[src/rtl/cal_pkg.sv]
package cal_pkg;

    typedef logic [7:0] bcd8_t;

    typedef struct packed {
        bcd8_t sec;
        bcd8_t min;
        bcd8_t hour;
        bcd8_t wday;
        bcd8_t mday;
        bcd8_t month;
        bcd8_t year;
    } cal_t;

    typedef enum logic [2:0] {
        FLD_SEC   = 3'd0,
        FLD_MIN   = 3'd1,
        FLD_HOUR  = 3'd2,
        FLD_WDAY  = 3'd3,
        FLD_MDAY  = 3'd4,
        FLD_MONTH = 3'd5,
        FLD_YEAR  = 3'd6,
        FLD_NONE  = 3'd7
    } field_e;

    // add one to a two-digit BCD value, carrying into the tens digit
    function automatic bcd8_t bcd_inc(bcd8_t v);
        if (v[3:0] >= 4'd9) begin
            return {v[7:4] + 4'd1, 4'd0};
        end
        return {v[7:4], v[3:0] + 4'd1};
    endfunction

    function automatic logic [7:0] bcd_to_bin(bcd8_t v);
        return 8'(v[7:4]) * 8'd10 + 8'(v[3:0]);
    endfunction

    function automatic bcd8_t bin_to_bcd(logic [7:0] b);
        return {4'(b / 8'd10), 4'(b % 8'd10)};
    endfunction

endpackage

[src/rtl/cal_prescaler.sv]
module cal_prescaler #(
    parameter int TICKS_PER_SEC = 4
) (
    input  logic clk,
    input  logic rst_n,
    input  logic tick_i,
    input  logic clr_i,
    output logic sec_pulse_o
);
    localparam int CNT_W = (TICKS_PER_SEC > 1) ? $clog2(TICKS_PER_SEC) : 1;
    localparam logic [CNT_W-1:0] LAST = CNT_W'(TICKS_PER_SEC - 1);

    logic [CNT_W-1:0] cnt_q;

    always_ff @(posedge clk or negedge rst_n) begin
        if (!rst_n) begin
            cnt_q <= '0;
        end else if (clr_i) begin
            cnt_q <= '0;
        end else if (tick_i) begin
            cnt_q <= (cnt_q == LAST) ? '0 : cnt_q + 1'b1;
        end
    end

    assign sec_pulse_o = tick_i && !clr_i && (cnt_q == LAST);

    AST_PRESC_IDLE: assert property (@(posedge clk) disable iff (!rst_n)
        (!tick_i && !clr_i) |=> $stable(cnt_q)) else $error("prescaler moved without tick");
    AST_PRESC_CLEAR: assert property (@(posedge clk) disable iff (!rst_n)
        clr_i |=> (cnt_q == '0)) else $error("prescaler not cleared by field write");

endmodule

[src/rtl/cal_advance.sv]
module cal_advance
    import cal_pkg::*;
(
    input  cal_t cur_i,
    output cal_t nxt_o
);
    logic  c_min, c_hour, c_day, c_mon, c_year;
    logic  leap;
    bcd8_t dim;

    // divisible by four in BCD: even tens with 0/4/8, odd tens with 2/6
    always_comb begin
        if (cur_i.year[4]) begin
            leap = (cur_i.year[3:0] == 4'd2) || (cur_i.year[3:0] == 4'd6);
        end else begin
            leap = (cur_i.year[3:0] == 4'd0) || (cur_i.year[3:0] == 4'd4) ||
                   (cur_i.year[3:0] == 4'd8);
        end
        unique case (cur_i.month)
            8'h02:                      dim = leap ? 8'h29 : 8'h28;
            8'h04, 8'h06, 8'h09, 8'h11: dim = 8'h30;
            default:                    dim = 8'h31;
        endcase
    end

    always_comb begin
        nxt_o  = cur_i;
        c_min  = cur_i.sec >= 8'h59;
        c_hour = c_min && (cur_i.min >= 8'h59);
        c_day  = c_hour && (cur_i.hour >= 8'h23);
        c_mon  = c_day && (cur_i.mday >= dim);
        c_year = c_mon && (cur_i.month >= 8'h12);

        nxt_o.sec = c_min ? 8'h00 : bcd_inc(cur_i.sec);
        if (c_min) begin
            nxt_o.min = c_hour ? 8'h00 : bcd_inc(cur_i.min);
        end
        if (c_hour) begin
            nxt_o.hour = c_day ? 8'h00 : bcd_inc(cur_i.hour);
        end
        if (c_day) begin
            nxt_o.mday = c_mon ? 8'h01 : bcd_inc(cur_i.mday);
            nxt_o.wday = (cur_i.wday >= 8'h07) ? 8'h01 : cur_i.wday + 8'h01;
        end
        if (c_mon) begin
            nxt_o.month = c_year ? 8'h01 : bcd_inc(cur_i.month);
        end
        if (c_year) begin
            nxt_o.year = (cur_i.year >= 8'h99) ? 8'h00 : bcd_inc(cur_i.year);
        end
    end

endmodule

[src/rtl/cal_hour_codec.sv]
module cal_hour_codec
    import cal_pkg::*;
(
    input  logic       mode24_i,
    input  bcd8_t      hour24_i,
    input  logic [5:0] wdata_i,
    output bcd8_t      disp_o,
    output bcd8_t      wr_hour24_o
);
    logic [7:0] hb;
    logic [7:0] wb;

    // stored 24-hour value to display byte
    always_comb begin
        hb = bcd_to_bin(hour24_i);
        if (mode24_i) begin
            disp_o = hour24_i;
        end else if (hb == 8'd0) begin
            disp_o = 8'h12;
        end else if (hb < 8'd12) begin
            disp_o = bin_to_bcd(hb);
        end else if (hb == 8'd12) begin
            disp_o = 8'h32;
        end else begin
            disp_o = 8'h20 | bin_to_bcd(hb - 8'd12);
        end
    end

    // written byte to stored 24-hour value
    always_comb begin
        wb = bcd_to_bin({3'b000, wdata_i[4:0]}) + (wdata_i[5] ? 8'd12 : 8'd0);
        if (mode24_i) begin
            wr_hour24_o = {2'b00, wdata_i};
        end else if (wb == 8'd12) begin
            wr_hour24_o = 8'h00;
        end else if (wb == 8'd24) begin
            wr_hour24_o = 8'h12;
        end else begin
            wr_hour24_o = bin_to_bcd(wb);
        end
    end

endmodule

[src/rtl/bcd_calendar_clock.sv]
module bcd_calendar_clock
    import cal_pkg::*;
#(
    parameter int TICKS_PER_SEC = 4,
    parameter int ADDR_W        = 4,
    parameter int CTRL_ADDR     = 15,
    parameter int MODE_BIT      = 5
) (
    input  logic              clk,
    input  logic              rst_n,
    input  logic              tick_i,
    input  logic              wr_en_i,
    input  logic [ADDR_W-1:0] wr_addr_i,
    input  logic [7:0]        wr_data_i,
    output logic [7:0]        sec_o,
    output logic [7:0]        min_o,
    output logic [7:0]        hour_o,
    output logic [7:0]        wday_o,
    output logic [7:0]        mday_o,
    output logic [7:0]        month_o,
    output logic [7:0]        year_o
);
    localparam logic [ADDR_W-1:0] FIELD_LIMIT = ADDR_W'(7);
    localparam logic [ADDR_W-1:0] CTRL_A      = ADDR_W'(CTRL_ADDR);
    localparam cal_t CAL_RESET = '{sec: 8'h00, min: 8'h00, hour: 8'h00, wday: 8'h01,
                                   mday: 8'h01, month: 8'h01, year: 8'h00};

    cal_t   cal_q, cal_d, cal_adv;
    logic   mode24_q;
    field_e wr_field;
    logic   time_wr, ctrl_wr, sec_pulse;
    bcd8_t  hour_disp, hour_wr24;

    assign wr_field = (wr_addr_i < FIELD_LIMIT) ? field_e'(wr_addr_i[2:0]) : FLD_NONE;
    assign time_wr  = wr_en_i && (wr_field != FLD_NONE);
    assign ctrl_wr  = wr_en_i && (wr_addr_i == CTRL_A);

    cal_prescaler #(.TICKS_PER_SEC(TICKS_PER_SEC)) u_presc (
        .clk         (clk),
        .rst_n       (rst_n),
        .tick_i      (tick_i),
        .clr_i       (time_wr),
        .sec_pulse_o (sec_pulse)
    );

    cal_advance u_adv (
        .cur_i (cal_q),
        .nxt_o (cal_adv)
    );

    cal_hour_codec u_hour (
        .mode24_i    (mode24_q),
        .hour24_i    (cal_q.hour),
        .wdata_i     (wr_data_i[5:0]),
        .disp_o      (hour_disp),
        .wr_hour24_o (hour_wr24)
    );

    always_comb begin
        cal_d = cal_q;
        if (time_wr) begin
            unique case (wr_field)
                FLD_SEC:   cal_d.sec   = {1'b0, wr_data_i[6:0]};
                FLD_MIN:   cal_d.min   = {1'b0, wr_data_i[6:0]};
                FLD_HOUR:  cal_d.hour  = hour_wr24;
                FLD_WDAY:  cal_d.wday  = {5'b0, wr_data_i[2:0]};
                FLD_MDAY:  cal_d.mday  = {2'b0, wr_data_i[5:0]};
                FLD_MONTH: cal_d.month = {3'b0, wr_data_i[4:0]};
                FLD_YEAR:  cal_d.year  = wr_data_i;
                default:   cal_d       = cal_q;
            endcase
        end else if (sec_pulse) begin
            cal_d = cal_adv;
        end
    end

    always_ff @(posedge clk or negedge rst_n) begin
        if (!rst_n) begin
            cal_q    <= CAL_RESET;
            mode24_q <= 1'b0;
        end else begin
            cal_q <= cal_d;
            if (ctrl_wr) begin
                mode24_q <= wr_data_i[MODE_BIT];
            end
        end
    end

    always_comb begin
        sec_o   = cal_q.sec;
        min_o   = cal_q.min;
        hour_o  = hour_disp;
        wday_o  = cal_q.wday;
        mday_o  = cal_q.mday;
        month_o = cal_q.month;
        year_o  = cal_q.year;
    end

    AST_CAL_HOLD: assert property (@(posedge clk) disable iff (!rst_n)
        (!sec_pulse && !time_wr) |=> $stable(cal_q)) else $error("time moved without second or write");
    AST_SEC_WRAP: assert property (@(posedge clk) disable iff (!rst_n)
        (sec_pulse && !time_wr && cal_q.sec == 8'h59)
        |=> (cal_q.sec == 8'h00 && cal_q.min != $past(cal_q.min))) else $error("seconds wrap");
    AST_DAY_CARRY: assert property (@(posedge clk) disable iff (!rst_n)
        (sec_pulse && !time_wr && cal_q.sec == 8'h59 && cal_q.min == 8'h59 && cal_q.hour == 8'h23)
        |=> (cal_q.hour == 8'h00 &&
             cal_q.wday == (($past(cal_q.wday) == 8'h07) ? 8'h01 : $past(cal_q.wday) + 8'h01)))
        else $error("day carry");
    AST_YEAR_WRAP: assert property (@(posedge clk) disable iff (!rst_n)
        (sec_pulse && !time_wr && cal_q.sec == 8'h59 && cal_q.min == 8'h59 &&
         cal_q.hour == 8'h23 && cal_q.mday == 8'h31 && cal_q.month == 8'h12)
        |=> (cal_q.month == 8'h01 && cal_q.mday == 8'h01)) else $error("year wrap");
    AST_MODE_KEEPS_TIME: assert property (@(posedge clk) disable iff (!rst_n)
        (ctrl_wr && !sec_pulse) |=> $stable(cal_q)) else $error("mode write altered time");

endmodule

[config.mk]
export PLATFORM = sky130hd
export DESIGN_NAME = bcd_calendar_clock
export DESIGN_NICKNAME = d
export VERILOG_FILES = /design/src/rtl/cal_pkg.sv /design/src/rtl/cal_prescaler.sv /design/src/rtl/cal_advance.sv /design/src/rtl/cal_hour_codec.sv /design/src/rtl/bcd_calendar_clock.sv
export SDC_FILE = /design/constraint.sdc
export NUM_CORES = 1
export LEC_CHECK = 0
export BUFFER_PORTS_ARGS = -buffer_cell sky130_fd_sc_hd__buf_4
export CAP_MARGIN = 10
export CORE_MARGIN = 10
export CORE_UTILIZATION = 40
export DETAILED_ROUTE_END_ITERATION = 12
export GPL_TIMING_DRIVEN = 1
export SYNTH_ARGS = -nofsm -noshare
export SYNTH_HDL_FRONTEND = slang
export SYNTH_SLANG_ARGS = --single-unit
[constraint.sdc]
create_clock -name clk -period 6.9 [get_ports clk]
set_input_delay 1.38 -clock clk [delete_from_list [all_inputs] [get_ports clk]]
set_output_delay 1.38 -clock clk [all_outputs]
set_load 0.01 [all_outputs]
==> results.json <==
{
  "syn_nets": 978,
  "arrival_ns": 5.32,
  "routed_wl_um": 20540,
  "seqCellArea_mm2": 0.001481,
  "finalSetupTns_ns": 0,
  "fp.dieW_um": 153.2,
  "viasPerCell": 5.954,
  "antenna_found_initial": 0,
  "end_kind": "output pin",
  "r2r_end": "year_o[6]",
  "pin_count": 72,
  "core_mm2": 0.01736,
  "fmaxAchievable_mhz": 149.2,
  "worstPathMaxFanout": 9,
  "holdPathEnd": "min_o[7]",
  "wl_per_cell_um": 18.00,
  "hold_viol": 0,
  "drt_iter0_markers": 579,
  "gr-usage-all-layers": 0.1681,
  "area_growth_syn_to_layout_pct": 10.69,
  "drc": 0,
  "r2r_cells": 16,
  "finClkSkew_ns": 0.005736,
  "drtPass1Iterations": 5,
  "synth_edf_count": 0,
  "status": "completed",
  "multi_input_area_mm2": 0.004932,
  "cts-htree-levels": 3,
  "die_y_um": 153.2,
  "syn_avg_cell_area_um2": 7.873,
  "ant_nets": 0,
  "syn_area_mm2": 0.007102,
  "vias": 6794,
  "max_slew_margin": 0.4176,
  "synth_top_area_share": 0.1973,
  "clkTransAtPathRegs_ns": 0.05,
  "drive_above_1_share": 0.1725,
  "grt_pass1_vias": 6310,
  "dp_hpwl_um": 15650,
  "synth_common_cells": "nand2_1, o21ai_0, nor2_1",
  "synth_area_leaders": "dfrtp_1, ha_1, buf_4",
  "post_cts_buffers": 0,
  "overflow": 0,
  "nets": 987,
  "gr-usage-met3": 0.02806,
  "grt_pass1_wl_um": 33760,
  "async_reset_ff_frac": 1.000,
  "n_fill_cell": 1720,
  "cts_tree": "built",
  "min_path_cells": 1,
  "grt_busiest_layer": "met2",
  "rsz0062_at_grt": "no",
  "fin_crit_ns": 6.702,
  "yosysTopAreaCell": "dfrtp_1",
  "synth_ff_type": "dfrtp_1",
  "clkSinkCount": 59,
  "rows": 48,
  "required_ns": 5.52,
  "cts_max_path_buffers": 2,
  "drv_slew": 0,
  "r2r-start": "month_o[0]",
  "clk_latency_ns": 0.33,
  "yosysMostFrequentCell": "nand2_1",
  "maxCapViolations": 0,
  "setup_viol": 0,
  "ys_warn_count": 0,
  "start_kind": "flip-flop",
  "io_buffers": 71,
  "ys_ff_latch": 59,
  "hold_start": "min_o[7]",
  "die_area_mm2": 0.02348,
  "path_class": "reg -> out",
  "synth_seq_area_share": 0.2084,
  "grt_use_met1": 0.2290,
  "root_buffer": "clkbuf_16",
  "grt_max_degree": 60,
  "use_met2": 0.2686,
  "tightest_slew_ns": 0.8516,
  "synthCells": 902,
  "rrSetupSlack_ns": 2.50,
  "fin_crit_sh": 0.9713,
  "synth_cell_types": 104,
  "cts_buffers": 9,
  "start_util": 0.4092,
  "finalWeightedCongestion": 0.9420,
  "antennaDiodeCount": 0,
  "hold_path.class": "reg -> reg"
}
[kinds of logic (layout without fill, tap and decap cells)]
group,Yosys count,count (layout),share of synthesized area
AOI/OAI and AO/OA,318,318,0.3175
and+or+nand+nor,294,294,0.2074
buffers and inverters,140,154,0.1082
adders and majority gates,62,62,0.1119
DFF,59,59,0.2084
xor gates and xnor gates,19,19,0.03242
muxes,10,10,0.01427
[worst max-delay path, stage by stage (launching register included)]
cell       delay, ns
dfrtp_2         0.47
ha_1            0.30
ha_1            0.22
fa_1            0.68
xor3_2          0.44
nor4_2          0.24
o2111ai_2       0.28
nor4_4          0.33
a2bb2oi_1       0.30
o221ai_1        0.18
a21oi_2         0.24
o22ai_4         0.14
and3_1          0.22
nor3_1          0.28
a2bb2oi_1       0.27
a21boi_1        0.22
buf_4           0.16
[sequential cells by signal, indices dropped and copies added, names as in the netlist]
| register | cells |
|---|---|
| cal_q | 8 |
| mday_o | 8 |
| min_o | 8 |
| month_o | 8 |
| sec_o | 8 |
| wday_o | 8 |
| year_o | 8 |
| u_presc.cnt_q | 2 |
| mode24_q | 1 |
[layer usage]
layer	share of wire	wire length (um)	up-vias
li1	-	-	3321
met1	0.46	9518	3206
met2	0.46	9456	239
met3	0.060	1237	28
met4	0.016	329	0
met5	0	0	-
[cells in the final DEF (no fill, tap or decap), types with 11 or more instances in the layout]
cell      count
buf_4        85
nand2_1      78
o21ai_0      75
nor2_1       68
a21oi_1      58
ha_1         56
dfrtp_1      55
inv_1        50
nand3_1      32
nor3_1       19
and2_1       15
a21o_1       14
a31oi_1      14
o211ai_1     13
and3_1       12
o31ai_1      12
nor2b_1      11
nand4_1      11
[per-stage QoR]
step	util	area, um^2	worst slack, ns	hold WS (ns)	cells
6_report	0.4529	7861	0.1980	0.5260	1141
5_1_grt	0.4529	7861	0.01396	0.5570	1141
4_1_cts	0.4490	7792	0.1174	0.5230	1141
3_5_place_dp	0.4294	7452	0.3478	0.5084	1125
3_3_place_gp	0.4294	7452	0.5550	0.5085	1125
2_1_floorplan	-	7102	1.091	0.4682	902
[worst max-delay path by stage]
stage	start	to	slack [ns]	depth (start not counted)
3_5_place_dp	cal_q[36]	hour_o[4]	0.35	18
2_1_floorplan	cal_q[36]	hour_o[2]	1.09	19
6_report	cal_q[39]	hour_o[4]	0.20	16
4_1_cts	cal_q[36]	hour_o[4]	0.12	18
3_3_place_gp	cal_q[36]	hour_o[4]	0.56	18
5_1_grt	cal_q[36]	hour_o[4]	0.01	18
[what timing repair did]
item,in CTS,in global routing
gates cloned,0,0
hold buffers,0,0
pin swaps,0,1
gates resized for setup,1,15
setup endpoints to repair,1,4
[area by class of cell]
type / instances / share of cell area
tap: 225 / 0.03581
sequential: 59 / 0.1884
clock buffer: 12 / 0.03263
inverter: 53 / 0.02531
multi-input combinational: 703 / 0.6274
timing repair buffer: 85 / 0.08117
clock inverter: 4 / 0.009231
Power is not shown: default switching activity piles up to over one toggle a cycle in this logic, so the estimate is an artifact.
